**src/rtl/lpstop_pkg.sv**
```systemverilog
package lpstop_pkg;
   typedef enum logic [1:0] {
      ST_RUN    = 2'd0,
      ST_FULL   = 2'd1,
      ST_PSEUDO = 2'd2,
      ST_WAKE   = 2'd3
   } lp_state_e;

   localparam int SEL_W = 3;
   // {system from PLL, watchdog from external osc, timer from external osc}
   localparam logic [SEL_W-1:0] SEL_AFTER_FULL = 3'b100;
endpackage

```
**src/rtl/lpstop_fsm.sv**
```systemverilog
module lpstop_fsm
   import lpstop_pkg::*;
#(
   parameter int WAKE_REG = 0
) (
   input  logic      clk,
   input  logic      rst_n,
   input  logic      stop_req,
   input  logic      wake_evt,
   input  logic      pstp_en,
   input  logic      osc_en_cfg,
   input  logic      pll_ready,
   output lp_state_e state,
   output logic      full_exit
);
   logic      wake_int;
   lp_state_e state_nx;

   generate
      if (WAKE_REG != 0 && WAKE_REG != 1) begin : g_bad_wake
         $error("lpstop_fsm: WAKE_REG must be 0 or 1");
      end
      if (WAKE_REG == 1) begin : g_wake_q
         logic wake_q;
         always_ff @(posedge clk or negedge rst_n) begin
            if (!rst_n) wake_q <= 1'b0;
            else        wake_q <= wake_evt;
         end
         assign wake_int = wake_q;
      end else begin : g_wake_d
         assign wake_int = wake_evt;
      end
   endgenerate

   always_comb begin
      state_nx = state;
      unique case (state)
         ST_RUN:    if (stop_req && !wake_int)
                       state_nx = (pstp_en && osc_en_cfg) ? ST_PSEUDO : ST_FULL;
         ST_FULL,
         ST_PSEUDO: if (wake_int) state_nx = ST_WAKE;
         ST_WAKE:   if (pll_ready) state_nx = ST_RUN;
         default:   state_nx = ST_RUN;
      endcase
   end

   always_ff @(posedge clk or negedge rst_n) begin
      if (!rst_n) state <= ST_RUN;
      else        state <= state_nx;
   end

   assign full_exit = (state == ST_FULL) && wake_int;

   assert_entry_R2: assert property (@(posedge clk) disable iff (!rst_n)
      (state == ST_RUN && stop_req && !wake_int) |=> (state == ST_FULL || state == ST_PSEUDO));
   assert_collide_R10: assert property (@(posedge clk) disable iff (!rst_n)
      (state == ST_RUN && stop_req && wake_int) |=> (state == ST_RUN));
   assert_wake_R6: assert property (@(posedge clk) disable iff (!rst_n)
      ((state == ST_FULL || state == ST_PSEUDO) && wake_int) |=> (state == ST_WAKE));
   assert_hold_R7: assert property (@(posedge clk) disable iff (!rst_n)
      (state == ST_WAKE && !pll_ready) |=> (state == ST_WAKE));
   assert_noreentry_R12: assert property (@(posedge clk) disable iff (!rst_n)
      (state == ST_WAKE) |=> (state == ST_WAKE || state == ST_RUN));
endmodule

```
**src/rtl/lpstop_sel.sv**
```systemverilog
module lpstop_sel
   import lpstop_pkg::*;
#(
   parameter logic [SEL_W-1:0] RST_SEL = '0
) (
   input  logic             clk,
   input  logic             rst_n,
   input  logic             load_en,
   input  logic [SEL_W-1:0] load_val,
   input  logic             full_exit,
   output logic [SEL_W-1:0] sel
);
   always_ff @(posedge clk or negedge rst_n) begin
      if (!rst_n)         sel <= RST_SEL;
      else if (full_exit) sel <= SEL_AFTER_FULL;
      else if (load_en)   sel <= load_val;
   end

   assert_force_R8: assert property (@(posedge clk) disable iff (!rst_n)
      full_exit |=> (sel == SEL_AFTER_FULL));
   assert_keep_R11: assert property (@(posedge clk) disable iff (!rst_n)
      (!full_exit && !load_en) |=> $stable(sel));
endmodule

```
**src/rtl/lpstop_outdec.sv**
```systemverilog
module lpstop_outdec
   import lpstop_pkg::*;
#(
   parameter int N_GATES = 3
) (
   input  lp_state_e            state,
   input  logic                 osc_en_cfg,
   input  logic                 wdog_run_cfg,
   input  logic                 ptmr_run_cfg,
   output logic                 pll_en,
   output logic                 irc_en,
   output logic                 xosc_en,
   output logic [N_GATES-1:0]   gate_en,
   output logic                 vreg_lp_req,
   output logic                 wdog_clk_en,
   output logic                 ptmr_clk_en
);
   logic in_stop;
   logic timers_on;

   assign in_stop   = (state == ST_FULL) || (state == ST_PSEUDO);
   assign timers_on = (state != ST_FULL);

   assign pll_en      = !in_stop;
   assign irc_en      = !in_stop;
   assign vreg_lp_req = in_stop;
   assign xosc_en     = (state == ST_PSEUDO) ? 1'b1 :
                        (state == ST_FULL)   ? 1'b0 : osc_en_cfg;
   assign wdog_clk_en = timers_on && wdog_run_cfg;
   assign ptmr_clk_en = timers_on && ptmr_run_cfg;

   generate
      for (genvar g = 0; g < N_GATES; g++) begin : g_gate
         assign gate_en[g] = (state == ST_RUN);
      end
   endgenerate
endmodule

```
**src/rtl/lpstop_ctrl.sv**
```systemverilog
module lpstop_ctrl
   import lpstop_pkg::*;
#(
   parameter int                N_GATES  = 3,
   parameter int                WAKE_REG = 0,
   parameter logic [SEL_W-1:0]  RST_SEL  = '0
) (
   input  logic               clk,
   input  logic               rst_n,
   input  logic               stop_req,
   input  logic               wake_evt,
   input  logic               pstp_en,
   input  logic               osc_en_cfg,
   input  logic               wdog_run_cfg,
   input  logic               ptmr_run_cfg,
   input  logic               pll_ready,
   input  logic               sel_load,
   input  logic [SEL_W-1:0]   sel_load_val,
   output logic               pll_en,
   output logic               irc_en,
   output logic               xosc_en,
   output logic [N_GATES-1:0] gate_en,
   output logic               vreg_lp_req,
   output logic               wdog_clk_en,
   output logic               ptmr_clk_en,
   output logic [SEL_W-1:0]   clk_sel,
   output logic [1:0]         mode_state
);
   generate
      if (N_GATES < 3) begin : g_bad_gates
         $error("lpstop_ctrl: N_GATES must cover core, bus and debug");
      end
   endgenerate

   lp_state_e state;
   logic      full_exit;

   lpstop_fsm #(.WAKE_REG(WAKE_REG)) u_fsm (
      .clk(clk), .rst_n(rst_n), .stop_req(stop_req), .wake_evt(wake_evt),
      .pstp_en(pstp_en), .osc_en_cfg(osc_en_cfg), .pll_ready(pll_ready),
      .state(state), .full_exit(full_exit)
   );

   lpstop_sel #(.RST_SEL(RST_SEL)) u_sel (
      .clk(clk), .rst_n(rst_n), .load_en(sel_load && (state == ST_RUN)),
      .load_val(sel_load_val), .full_exit(full_exit), .sel(clk_sel)
   );

   lpstop_outdec #(.N_GATES(N_GATES)) u_dec (
      .state(state), .osc_en_cfg(osc_en_cfg), .wdog_run_cfg(wdog_run_cfg),
      .ptmr_run_cfg(ptmr_run_cfg), .pll_en(pll_en), .irc_en(irc_en),
      .xosc_en(xosc_en), .gate_en(gate_en), .vreg_lp_req(vreg_lp_req),
      .wdog_clk_en(wdog_clk_en), .ptmr_clk_en(ptmr_clk_en)
   );

   assign mode_state = state;

   assert_stopgate_R3: assert property (@(posedge clk) disable iff (!rst_n)
      (state == ST_FULL || state == ST_PSEUDO) |-> (gate_en == '0 && vreg_lp_req && !pll_en));
   assert_fullosc_R4: assert property (@(posedge clk) disable iff (!rst_n)
      (state == ST_FULL) |-> (!xosc_en && !wdog_clk_en && !ptmr_clk_en));
   assert_pseudosel_R9: assert property (@(posedge clk) disable iff (!rst_n)
      (state == ST_PSEUDO) |=> $stable(clk_sel));
   assert_gateready_R7: assert property (@(posedge clk) disable iff (!rst_n)
      (state == ST_WAKE) |-> (gate_en == '0 && pll_en && irc_en));
endmodule

```
**config.mk**
```make
export PLATFORM = sky130hd
export DESIGN_NAME = lpstop_ctrl
export DESIGN_NICKNAME = d
export VERILOG_FILES = /design/src/rtl/lpstop_pkg.sv /design/src/rtl/lpstop_fsm.sv /design/src/rtl/lpstop_sel.sv /design/src/rtl/lpstop_outdec.sv /design/src/rtl/lpstop_ctrl.sv
export SDC_FILE = /design/constraint.sdc
export NUM_CORES = 1
export LEC_CHECK = 0
export BUFFER_PORTS_ARGS = -buffer_cell sky130_fd_sc_hd__buf_4
export CELL_PAD_IN_SITES_DETAIL_PLACEMENT = 0
export CELL_PAD_IN_SITES_GLOBAL_PLACEMENT = 1
export CORE_ASPECT_RATIO = 1.1
export CORE_MARGIN = 2
export CORE_UTILIZATION = 22
export CTS_BUF_LIST = sky130_fd_sc_hd__clkbuf_16
export DETAILED_ROUTE_END_ITERATION = 10
export PLACE_DENSITY = 0.73
export SLEW_MARGIN = 20
export SYNTH_ARGS = -nofsm -noshare
export SYNTH_HDL_FRONTEND = slang
export SYNTH_SLANG_ARGS = --single-unit
```
**constraint.sdc**
```tcl
create_clock -name clk -period 1.6 [get_ports clk]
set_input_delay 0.32 -clock clk [delete_from_list [all_inputs] [get_ports clk]]
set_output_delay 0.32 -clock clk [all_outputs]
set_load 0.01 [all_outputs]
```
### Word-level counts from Yosys, hierarchy flattened

Cells that the tools add are included.

| word-level totals | value |
|---|---|
| output and inout port bits | 14 |
| input port bits | 13 |
| bits in registers | 5 |
| logic and storage cells | 31 |

| cells by class | value |
|---|---|
| multiplexer cells | 9 |
| equality and inequality tests | 7 |
| reduce and logical (&&, ||, !) cells | 13 |

Operator list:

| kind | number |
|---|---|
| $mux W2 | 4 |
| $logic_and A1 B1 Y1 | 6 |
| $mux W3 | 2 |
| $pmux W2 S3 | 1 |
| $eq A2 B2 Y1 const B | 2 |
| $ne A2 B1 Y1 const B | 2 |
| $ne A2 B2 Y1 const B | 2 |
| $reduce_and A3 Y1 | 1 |
| $eq A2 B1 Y1 const B | 1 |
| $logic_not A1 Y1 | 2 |
| $logic_not A2 Y1 | 1 |
| $mux W1 | 2 |
| $reduce_bool A2 Y1 | 1 |
| $reduce_or A2 Y1 | 1 |
| $logic_or A1 B1 Y1 | 1 |

### Logic depth before layout (Yosys ltp)

Gate-level depths: netlist (run 1).

| depth | value |
|---|---|
| depth in word-level cells | 4 |
| gate-level depth with buffers | 5 |
| mapped depth without buffers | 5 |

### Cells and area by module

Synthesis (run 1) repeated with hierarchy kept, for this count alone.

| unflattened totals | value |
|---|---|
| cells, all modules | 42 |
| area, all modules | 404.1 um^2 |

By module, submodules not included:

| module | cells each | instances | sequential area each (um^2) | area an instance (um^2) |
|---|---|---|---|---|
| lpstop_fsm | 19 | 1 | 50.0 | 178.9 |
| lpstop_sel | 9 | 1 | 75.1 | 117.6 |
| lpstop_outdec | 13 | 1 | 0.0 | 95.1 |
| lpstop_ctrl | 1 | 1 | 0.0 | 12.5 |

### Worst setup path after synthesis (run 1)

OpenSTA, ideal clock, no wires.

| path | value |
|---|---|
| path kind | register -> register |
| start | register u_fsm.state[0] |
| end | register u_fsm.state[1] |
| required time | 1,473 ps |
| setup time | 127 ps |
| data arrival time | 1,656 ps |
| path slack | -184 ps |
| buffers on the path | 0 |
| clock period less this slack | 1,784 ps |
| stages on the path, launching flop included | 5 |
| cells stage by stage | dfrtp_1 inv_1 ha_1 a222oi_1 mux2_1 |

| between the ends | value |
|---|---|
| word-level cells in the longest chain between the ends | 4 |
| elaborated cells on any way between the ends | 10 |
| those cells by class | 6 x eq/ne; 1 x mux; 3 x reduce/logical |

Ends and longest elaborated chain:

| what | line | source |
|---|---|---|
| start: declaration | lpstop_fsm.sv:13 | `output lp_state_e state,` |
| start signal: assignment | lpstop_fsm.sv:49 | `else state <= state_nx;` |
| $eq A2 B2 Y1 / $eq A2 B1 Y1 (equally long branches) | lpstop_fsm.sv:37 | `unique case (state)` |
| $reduce_or A2 Y1 | lpstop_fsm.sv:37 |  |
| $ne A2 B2 Y1 (no source line) | -- |  |
| $reduce_and A3 Y1 (no source line) | -- |  |

Parallel ways exist; a longest one is shown, timed or not.
A chain may end at the register's enable or synchronous reset.

### Final worst setup path (run 1)

| path | value |
|---|---|
| start | register u_fsm.state[1] |
| end | register u_fsm.state[1] |

Same word-level chain as after synthesis.

==> results of run 1 <==
-- report_power, final --
part | switching, mW | total [mW] | internal (mW) | leakage [nW]
logic | 0.462 | 1.08 | 0.619 | 0.288
registers | 0.0423 | 0.234 | 0.191 | 0.0584
clock network | 0.0766 | 0.400 | 0.323 | 0.0423
-- per-layer routing --
metal | share of wire, % | vias to the layer above | GRT usage (%)
li1 | - | 182 | -
met1 | 42 | 170 | 11.7
met2 | 50 | 15 | 18.8
met3 | 7.8 | 2 | 6.00
met4 | 1.0 | 0 | 5.81
met5 | 0 | - | 0
-- layout by cell type, fill, tap and decap left out, drive strengths merged --
cell,count
buf,32
inv,7
dfrtp,5
mux2i,4
ha,4
o21ai,3
clkbuf,3
nor2b,2
a21oi,2
a21o,1
nand2,1
nand3,1
nand2b,1
a222oi,1
mux2,1
dlygate4sd3,1
-- registers in the layout, indices dropped and copies added (netlist names) --
| name | count |
|---|---|
| u_sel.sel | 3 |
| u_fsm.state | 2 |
-- cell type report --
class,instances,share of cell area [%]
repair buffers,33,36.3
well taps,16,2.82
flip-flops and latches,5,17.8
clock inverters,1,0.528
clock buffers,3,10.6
multi-input cells,21,28.5
inverters,6,3.52
-- stage by stage --
step	power (mW)	hold slack, ns
4_1_cts	1.63	0.300
6_report	1.71	0.300
3_5_place_dp	1.19	0.126
2_1_floorplan	0.774	0.0244
3_3_place_gp	1.17	0.126
5_1_grt	1.83	0.308
-- logic make-up after synthesis --
logic type / Yosys count / share of synthesized area [%]
compound gates: 7 / 12.5
fa+ha+maj: 4 / 14.7
mux: 5 / 15.0
simple gates: 5 / 8.06
flops: 5 / 36.6
buf+inv: 9 / 13.2
-- worst reg2reg max path, stage by stage (launching register included) --
cell and delay, ns:
sky130_fd_sc_hd__dfrtp_2 0.42, sky130_fd_sc_hd__inv_4 0.08, sky130_fd_sc_hd__ha_4 0.20, sky130_fd_sc_hd__a222oi_1 0.30, sky130_fd_sc_hd__buf_4 0.18, sky130_fd_sc_hd__mux2_4 0.29
-- worst paths after layout --
path	startpoint	to	depth (start not counted)
min reg2reg	u_sel.sel[2]$_DFFE_PN0P_	u_sel.sel[2]$_DFFE_PN0P_	2
max in group asynchronous	rst_n	u_fsm.state[1]$_DFFE_PN0P_	2
max reg2reg	u_fsm.state[1]$_DFFE_PN0P_	u_fsm.state[1]$_DFFE_PN0P_	5
max	u_fsm.state[1]$_DFFE_PN0P_	u_fsm.state[1]$_DFFE_PN0P_	5
min in group asynchronous	rst_n	u_sel.sel[2]$_DFFE_PN0P_	2
min	wake_evt	u_sel.sel[0]$_DFFE_PN0P_	2
-- timing repair --
action / CTS / global route
hold buffers: 1 / 0
hold endpoints to repair: 5 / 0
pin swaps: 1 / 2
cloned: 0 / 0
resized for setup: 1 / 6
setup endpoints to repair: 2 / 2
setup buffers: 1 / 1
==> metrics list, run 1 <==
- Power density normalized to cell area: 2410 mW/mm^2
* Worst Path Class, Setup: flop to flop
- CTS HTree Levels: 1
* Final hold vios: 0
* Highest clock rate: 0.629 GHz
- Of the available clock period, the critical path in the final layout requires 99.3%.
* Clock insertion delay at the later pin of the skew report: 0.22 ns
- At the end of routability-driven placement, the weighted congestion stood at 0.738.
- Relative to the synthesized area, the layout overhead comes to 108%.
- The clock arrives with 0.00178 ns of skew.
- Summing all multi-input logic gate instances after layout gives 203 sq um.
- Number of iterations in the first detailed-routing pass: 4
- Synthesis inferred 5 register bits.
- TritonCTS built the clock tree.
- Total global-route track usage: 11.3%
* Outcome: complete, no violations
- Worst path required time: 1.70 ns
- By area the synthesized netlist is led by sky130_fd_sc_hd__dfrtp_1 37%, sky130_fd_sc_hd__ha_1 15%, sky130_fd_sc_hd__mux2i_1 12%.
- The routed layout has 369 vias.
- For the finished layout, the period the worst path requires is 1.59 ns.
- Post-layout utilization of the core: 50.1%
- In the final layout, the share of cells above drive strength 1 is 62.3%.
* Critical path, cell by cell: inv_4 > ha_4 > a222oi_1 > buf_4 > mux2_4
* Horizontal die dimension: 41.6 um
- Die extent in y: 45.3 um
* IO Port Bufs: 26
- Final standard cell count with taps included and fillers excluded: 85
- At the placement stage, the worst setup path has a slack of -0.0127 ns.
- Count of warnings emitted by yosys: 0
* Leakage Power: 0.388 nW
* Per-cell routed wire length: 11.5 um
* Average vias per placed instance: 4.34
- Measured against its own limit, the worst slew margin works out to 82.3%.
- The worst register-to-register path has a setup slack of 0.01 ns.
- The total area inside the core boundary comes to 0.00142 sq mm.
- After clock tree synthesis, the clock-pin slew on the worst setup and hold paths is 0.03 ns.
- Data on the critical path arrives at its endpoint at 1.69 ns.
- Proportion of synthesized chip area in sequential cells: 36.6%
* Combined buffer and inverter count along the critical path: 2
* Total routed wirelength: 978 um
- Number of antenna diodes: 0
- For this design, the sink count on the clock tree is 5.
* Buffers from clock root to sink, at most: 2
* Maximum number of pins on one net before global-route repair: 9
* Class of the tightest hold or removal check: input pin to flop
- The detail route stage leaves a number of antenna-violating nets equal to 0.
- STA classifies the critical path endpoint as a flop.
- Area taken by flip-flops and latches: 126 sq um
* Clock Root Buffer: sky130_fd_sc_hd__clkbuf_16
- The synthesized netlist occupies a cell area of 342 sq um.
* Final net count: 87
* Number of clock buffers inserted by TritonCTS: 3
* Placed instance count: 78
- Layout fillers: 135
- Commonest cells in the netlist: 5 x sky130_fd_sc_hd__dfrtp_1, 5 x sky130_fd_sc_hd__inv_1, 4 x sky130_fd_sc_hd__ha_1, 4 x sky130_fd_sc_hd__mux2i_1
- Number of pins exceeding their max-slew limit in the final report: 0
* Synthesized area per cell: 9.76 sq um
- The first global-routing pass estimated 1.49 mm of wire.
- The number of global-route vias before repair was 357.
* Final HPWL DP: 769 um
- Ys async rst share: 100%
- Once layout is done, the placed cells without fillers occupy 711 sq um.
- 27 I/O pins were placed.
- For the pin with the worst max-slew slack, the measured transition is 0.265 ns.
- Of the post-synthesis cell area, the dominant cell type holds 36.6%.
- Across all setup checks in the final design, the least slack found is 0.0105 ns.
* Number of antenna violations at the first check in global routing: 0
- Counting distinct cell types in the post-synthesis netlist gives 15.
- Maximum vdd drop: 1.16 mV
- For the final routed database, the setup TNS stands at 0 ns.
- After detailed placement, the total cell area comes to 578 sq um.
* Max-capacitance violation count: 0
* Count of flip-flops with a built-in enable after synthesis: 0
* Global-route congestion overflow total: 0
- Setup Viol. Count Final: 0
- The worst setup path is launched from a flop.
- Row generation in the floorplan step produced 14 rows.
- The floorplan step defined a die boundary enclosing 0.00188 sq mm.
- Gate count of the mapped netlist: 35
- In this design, the largest share of critical-path delay is due to flip-flops.
- In this run the worst path has a maximum fanout of 4.
* Max incr delay on CP: 0.42 ns
- Setup repair after global routing missed its margin: yes
- In the routed design, unresolved DRC markers number 0.
- The most used flip-flop cell after synthesis is sky130_fd_sc_hd__dfrtp_1.
- Iter 0 DRT Violations: 4
* Synthesized netlist net count: 52
- The slowest stage of the critical path belongs to the cell sky130_fd_sc_hd__dfrtp_2.
- Cell taking the most area after synthesis: sky130_fd_sc_hd__dfrtp_1
- Once the floorplan was initialized, standard cells occupied 24.1% of the core.
(Power assumes the default switching activity.)
==> run 2: changes to the inputs <==
CORE_ASPECT_RATIO = not set   (was 1.1)
CORE_UTILIZATION = 24   (was 22)
PLACE_DENSITY = 0.75   (was 0.73)
clock period = 1.7 ns   (was 1.6 ns; I/O delays follow)
==> run 2 against run 1 <==
  * Non-clock buffer count down 1
  * Final cell count shrank 2.4%
  * Clock skew hardly changed
  * Final area fell by 4.9%
  * Combinational power shrank 16%
  * Via count shrank 3.5%
  * Power down 12%
  * Critical path type unchanged
  * Highest routed layer unchanged
==> metrics list, run 2 (synthesis results as in run 1) <==
- Outcome: complete, no violations
* Leakage Power: 0.377 nW
* Fraction of power consumed by combinational cells: 60.1%
- Clock latency on the worst-skew pair, taken at its later pin, is 0.23 ns.
* Clk pwr share: 25.8%
- The library cell used most frequently in the layout, excluding fill and tap cells, is sky130_fd_sc_hd__buf_4.
- Largest registers: u_sel.sel x3, u_fsm.state x2
* DRC violations left: 0
- Final hold vios: 0
- Setup violations remaining at the end of the flow were counted as 0.
- Summing all placed instances gives a cell area of 561 sq um.
- Number of antenna-violating nets in the routed design: 0
- Flop2flop setup slack: 0.03 ns
* Layout fillers: 132
- Internal power comes to 995 uW.
- Post-route cell area: 676 sq um
* Placed instance count: 75
- Clock Root Buffer: sky130_fd_sc_hd__clkbuf_16
- Die extent in y: 41.7 um
- Final clock period utilization by the worst path: 98.1%
- Reg power frac: 14.1%
- Total routed wirelength: 891 um
- OpenSTA, run right after detailed placement, puts the worst setup slack at 0.0327 ns.
- First-pass GRT wire length: 1.45 mm
- The worst setup path is launched from a flop.
- Fraction of power spent switching nets: 34.3%
* Max incr delay on CP: 0.41 ns
- Number of iterations in the first detailed-routing pass: 4
- Final standard cell count with taps included and fillers excluded: 83
* Number of clock buffers inserted by TritonCTS: 3
- At the worst endpoint, the required time is 1.80 ns.
- For met3 alone, demand over resource in global routing was 3.91%.
- Critical-path top delay cell: sky130_fd_sc_hd__dfrtp_1
- The worst path needs 1.67 ns of the cycle, external delays included.
- Final net count: 86
* Min setup slack post-route: 0.0324 ns
- IO Pins: 27
- Iter 0 DRT Violations: 2
- The number of antenna violations at the first check in global routing is 0.
- Worst slew slack as a fraction of its limit: 81.7%
- Kind of end point of the critical path: flop
- IO Port Bufs: 26
- The congestion estimate from routability-driven global placement came to 0.889.
- Leaving out fill and tap cells, the most frequent cells in the layout are 31 x sky130_fd_sc_hd__buf_4, 5 x sky130_fd_sc_hd__dfrtp_1, 4 x sky130_fd_sc_hd__inv_1, 4 x sky130_fd_sc_hd__mux2i_1.
* Power spent charging and discharging nets: 519 uW
- Number of antenna diodes: 0
- Power density normalized to cell area: 2240 mW/mm^2
- CTS built an H-tree with a depth of 1.
- The die is 41.7 um wide.
- Area taken by flip-flops and latches: 125 sq um
- The register with the most flip-flops in the final layout is u_sel.sel.
* Per-cell routed wire length: 10.7 um
* Starting Density: 25.9%
* Footprint of the multi-input gates: 186 sq um
- Using the TritonRoute via totals, the vias-per-cell ratio works out to 4.29.
* Number of pins exceeding their max-slew limit in the final report: 0
* Clk pin slew, worst setup/hold paths: 0.04 ns
* Die footprint: 0.00174 sq mm
- The tightest min-delay check is of the input pin to flop type.
* Post-route clock skew: 0.00221 ns
* Maximum vdd drop: 0.925 mV
- Arrival time at the worst endpoint: 1.77 ns
* Worst Path Class, Setup: flop to flop
- Placeable core area: 0.00132 sq mm
* Global-route congestion overflow total: 0
- Max-capacitance violation count: 0
* Grt peak-use layer: met2
* Via count of the first global-routing pass: 343
* Met1 track demand over resource in global routing: 12.4%
- Total global-route track usage: 11.1%
* Site row count: 13
- Crit path max fanout: 4
- The register with the most flip-flops in the layout has 3 of them.
- Final HPWL DP: 733 um
- Setup repair after global routing missed its margin: yes
* Hold slack final: 0.314 ns
- From synthesis to final layout, the design area changed by 97.8%.
- Share of layout cells above drive strength 1: 57.4%
- Highest clock rate: 0.600 GHz
- For this run, the share of the core covered by cells in the final layout is 51.3%.
* Clock sink count: 5
* Worst-Margin Slew: 0.274 ns
- Maximum number of pins on one net before global-route repair: 9
- For met2 alone, demand over resource in global routing was 17.5%.
- No sink is reached through more buffers than the 2 on the longest clock path.
- The routed layout has 356 vias.
* Clock tree from TritonCTS: done
- Critical path, cell by cell: inv_2 > ha_4 > a222oi_1 > buf_4 > mux2_1
==> run 2: worst paths after layout <==
path                                         endpoint  cells after the start                        from
setup / recovery           u_fsm.state[1]$_DFFE_PN0P_                      5  u_fsm.state[0]$_DFFE_PN0P_
hold / removal               u_sel.sel[0]$_DFFE_PN0P_                      2                    wake_evt
setup reg to reg           u_fsm.state[1]$_DFFE_PN0P_                      5  u_fsm.state[0]$_DFFE_PN0P_
hold reg to reg              u_sel.sel[2]$_DFFE_PN0P_                      2    u_sel.sel[2]$_DFFE_PN0P_
max in group asynchronous  u_fsm.state[1]$_DFFE_PN0P_                      2                       rst_n
min in group asynchronous    u_sel.sel[1]$_DFFE_PN0P_                      2                       rst_n
==> run 2: worst max-delay path: cells and delay by family, from the launching register on <==
kind | cells | cell delay [ns]
flip-flops | 1 | 0.41
multiplexers | 1 | 0.32
AO/OA/AOI/OAI | 1 | 0.31
buffers and inverters | 2 | 0.28
adder cells (fa/ha/maj) | 1 | 0.22
==> run 2: power groups by stage <==
stage	clock network, mW	logic [mW]	registers, mW
detailed placement	0	0.854	0.216
finish	0.390	0.911	0.214
global placement	0	0.851	0.212
floorplan	0	0.477	0.246
global route	0.407	0.992	0.221
CTS	0.398	0.864	0.217
==> run 2: through the flow <==
step           total power, mW  TNS, ns
6_report                  1.51        0
5_1_grt                   1.62  -0.0509
4_1_cts                   1.48        0
3_5_place_dp              1.07        0
3_3_place_gp              1.06        0
2_1_floorplan            0.723        0
==> run 2: per-layer routing <==
metal / up-vias / part of all wire [%]
met2: 13 / 48
met4: 0 / 1.8
li1: 182 / -
met3: 2 / 8.0
met5: - / 0
met1: 159 / 42
==> run 2: area by class of cell <==
class | count | share of cell area (%)
Clock buffer | 3 | 11.1
Timing Repair Buffer | 32 | 35.9
Clock inverter | 1 | 0.741
Multi-Input combinational cell | 21 | 27.6
Sequential cell | 5 | 18.5
Tap cell | 15 | 2.78
Inverter | 6 | 3.33
==> run 2: what timing repair did <==
item                       4_1_cts  5_1_grt
setup endpoints to repair        1        3
buffers inserted                 0        3
pin swaps                        0        1
hold buffers                     1        0
hold endpoints to repair         5        0
resized for setup                1        0
==> run 3: changes to the inputs <==
CELL_PAD_IN_SITES_GLOBAL_PLACEMENT = 2   (was 1)
CORE_ASPECT_RATIO = 1.1   (was not set)
CORE_UTILIZATION = 18   (was 24)
PLACE_DENSITY = 0.74   (was 0.75)
==> run 3 against run 2 <==
  * Combinational power fell by 1%
  * Global-route usage fell by 1.2 points
  * Highest routed layer is now met3
  * Clock skew fell by 0.00064 ns
==> metrics list, run 3 (synthesis results as in run 1) <==
* Outcome: complete, no violations
- Worst path required time: 1.80 ns
- Input and output buffers added on the ports amount to 26.
- The detail route stage leaves a number of antenna-violating nets equal to 0.
- Tmin final: 1.61 ns
* Buffers from clock root to sink, at most: 2
- Final standard cell count with taps included and fillers excluded: 85
* Die extent in y: 49.7 um
- Total routed wirelength: 931 um
- Post-route clock skew: 0.00157 ns
- In the layout the commonest cells are 30 x sky130_fd_sc_hd__buf_4, 5 x sky130_fd_sc_hd__dfrtp_1, 4 x sky130_fd_sc_hd__inv_1, 4 x sky130_fd_sc_hd__mux2i_1.
- Setup repair after global routing missed its margin: yes
- Register with the most flip-flops: u_sel.sel
- The area growth from synthesis to layout is 96.3%.
- At the end of routability-driven placement, the weighted congestion stood at 0.819.
* Final net count: 85
- In this run the standard cell core region covers 0.00178 sq mm.
- Iter 0 DRT Violations: 5
- Number of antenna violations at the first check in global routing: 0
- Die footprint: 0.00226 sq mm
- The wire-length estimate of the detail-placed layout is 762 um.
- STA classifies the critical path startpoint as a flop.
- After detailed routing, the number of remaining DRC violations is 0.
- Counting buffers and inverters, the worst setup path is 4 cells deep.
- The tool flagged a number of max-cap violations equal to 0.
- Once the floorplan was initialized, standard cells occupied 19.2% of the core.
* Total global-route track usage: 9.91%
- Setup Viol. Count Final: 0
- From left edge to right edge, the die measures 45.5 um.
- The routed layout has 362 vias.
- Clock insertion delay at the later pin of the skew report: 0.22 ns
- Maximum number of pins on one net before global-route repair: 9
* First-pass GRT wire length: 1.57 mm
- The number of global-route vias before repair came to 350.
- At the pin with the least slew margin, the transition time is 0.399 ns.
- The final count of pins violating max slew was 0.
* Clock sink count: 5
- Final hold vios: 0
* Worst Path Class, Setup: flop to flop
- In this run the static leakage power is 0.373 nW.
- IO Pins: 27
- Number of iterations in the first detailed-routing pass: 4
- Clk pin slew, worst setup/hold paths: 0.03 ns
- Highest clock rate: 0.620 GHz
- Number of antenna diodes: 0
- Arrival time at the worst endpoint: 1.71 ns
- The worst hold path was traced through 2 stages.
- Largest registers: u_sel.sel x3, u_fsm.state x2
* Clock tree from TritonCTS: done
* Crit path max fanout: 4
* Kind of end point of the critical path: flop
- Number of clock buffers inserted by TritonCTS: 3
- Share of layout cells above drive strength 1: 56.7%
* Site row count: 16
- In this run the power density over the cells is 2220 mW/mm^2.
- Per-cell routed wire length: 11.0 um
- Top delay family on crit path: flip-flops
- CTS HTree Levels: 1
- In this run, placement finished with an instance count of 78.
- For this run, the slowest stage of the critical path takes 0.41 ns.
- Worst slew slack as a fraction of its limit: 73.4%
- Hold slack final: 0.326 ns
- Critical path, cell by cell: inv_2 > ha_4 > a222oi_1 > mux2_1
- Critical-path top delay cell: sky130_fd_sc_hd__dfrtp_1
* Class of the tightest hold or removal check: input pin to flop
- Global-route congestion overflow total: 0
* Number of flip-flops under the largest register name: 3
- Leaving out fill and tap cells, the most frequent cell in the layout is sky130_fd_sc_hd__buf_4.
- Average vias per placed instance: 4.26
- The tree is rooted in a sky130_fd_sc_hd__clkbuf_16.
- Together, buffers and inverters on the worst path number 1.
- Of the available clock period, the critical path in the final layout requires 94.9%.
- Maximum vdd drop: 1.10 mV
* Number of cell instances on the worst register-to-register path: 4
==> run 3: changes by cell type in the layout (fill, tap and decap cells not counted), sizes merged <==
cell and delta:
clkinv -1, buf -1, inv +1
==> run 3: final cells by class <==
cell class                      instances  area [sq um]
Clock buffer                            3          75.1
Clock inverter                          1          3.75
Fill cell                             195          1110
Inverter                                6          22.5
Multi-Input combinational cell         21           186
Sequential cell                         5           125
Tap cell                               18          22.5
Timing Repair Buffer                   31           235
==> run 3: layer usage <==
| layer | global-route usage (%) | wire (um) | vias to the layer above |
|---|---|---|---|
| met1 | 13.0 | 341 | 169 |
| met5 | 0 | 0 | - |
| met2 | 13.4 | 513 | 14 |
| met4 | 1.47 | 0 | 0 |
| met3 | 6.96 | 76 | 0 |
| li1 | - | - | 179 |
==> run 3: what timing repair did <==
item | CTS | global route
resized for setup | 0 | 2
buffers inserted | 0 | 2
hold buffers | 1 | 0
hold endpoints to repair | 5 | 0
endpoints found under the setup margin | 0 | 3
==> run 3: path summary, 6_finish.rpt <==
path,slack [ns],end,startpoint
worst min-delay path,0.33,u_sel.sel[1]$_DFFE_PN0P_,wake_evt
max in group asynchronous,1.13,u_fsm.state[0]$_DFFE_PN0P_,rst_n
worst max-delay path,0.09,u_fsm.state[1]$_DFFE_PN0P_,u_fsm.state[0]$_DFFE_PN0P_
min in group asynchronous,0.46,u_sel.sel[1]$_DFFE_PN0P_,rst_n
worst min register to register,0.50,u_sel.sel[2]$_DFFE_PN0P_,u_sel.sel[2]$_DFFE_PN0P_
worst max register to register,0.09,u_fsm.state[1]$_DFFE_PN0P_,u_fsm.state[0]$_DFFE_PN0P_
==> run 3: through the flow <==
| stage | utilization (%) | area (sq um) | setup slack [ns] | total power, mW | TNS [ns] |
|---|---|---|---|---|---|
| after floorplan | - | 354 | 0.0152 | 0.723 | 0 |
| after global placement | 31.7 | 564 | 0.112 | 1.08 | 0 |
| after detailed placement | 31.7 | 564 | 0.0544 | 1.08 | 0 |
| after CTS | 36.7 | 653 | 0.0205 | 1.46 | 0 |
| after global routing | 37.6 | 671 | -0.0340 | 1.63 | -0.0417 |
| final | 37.6 | 671 | 0.0875 | 1.49 | 0 |
==> run 3: report_power, final <==
group          internal, mW  switching [mW]
Clock                 0.304          0.0694
Combinational         0.498           0.403
Sequential            0.178          0.0372
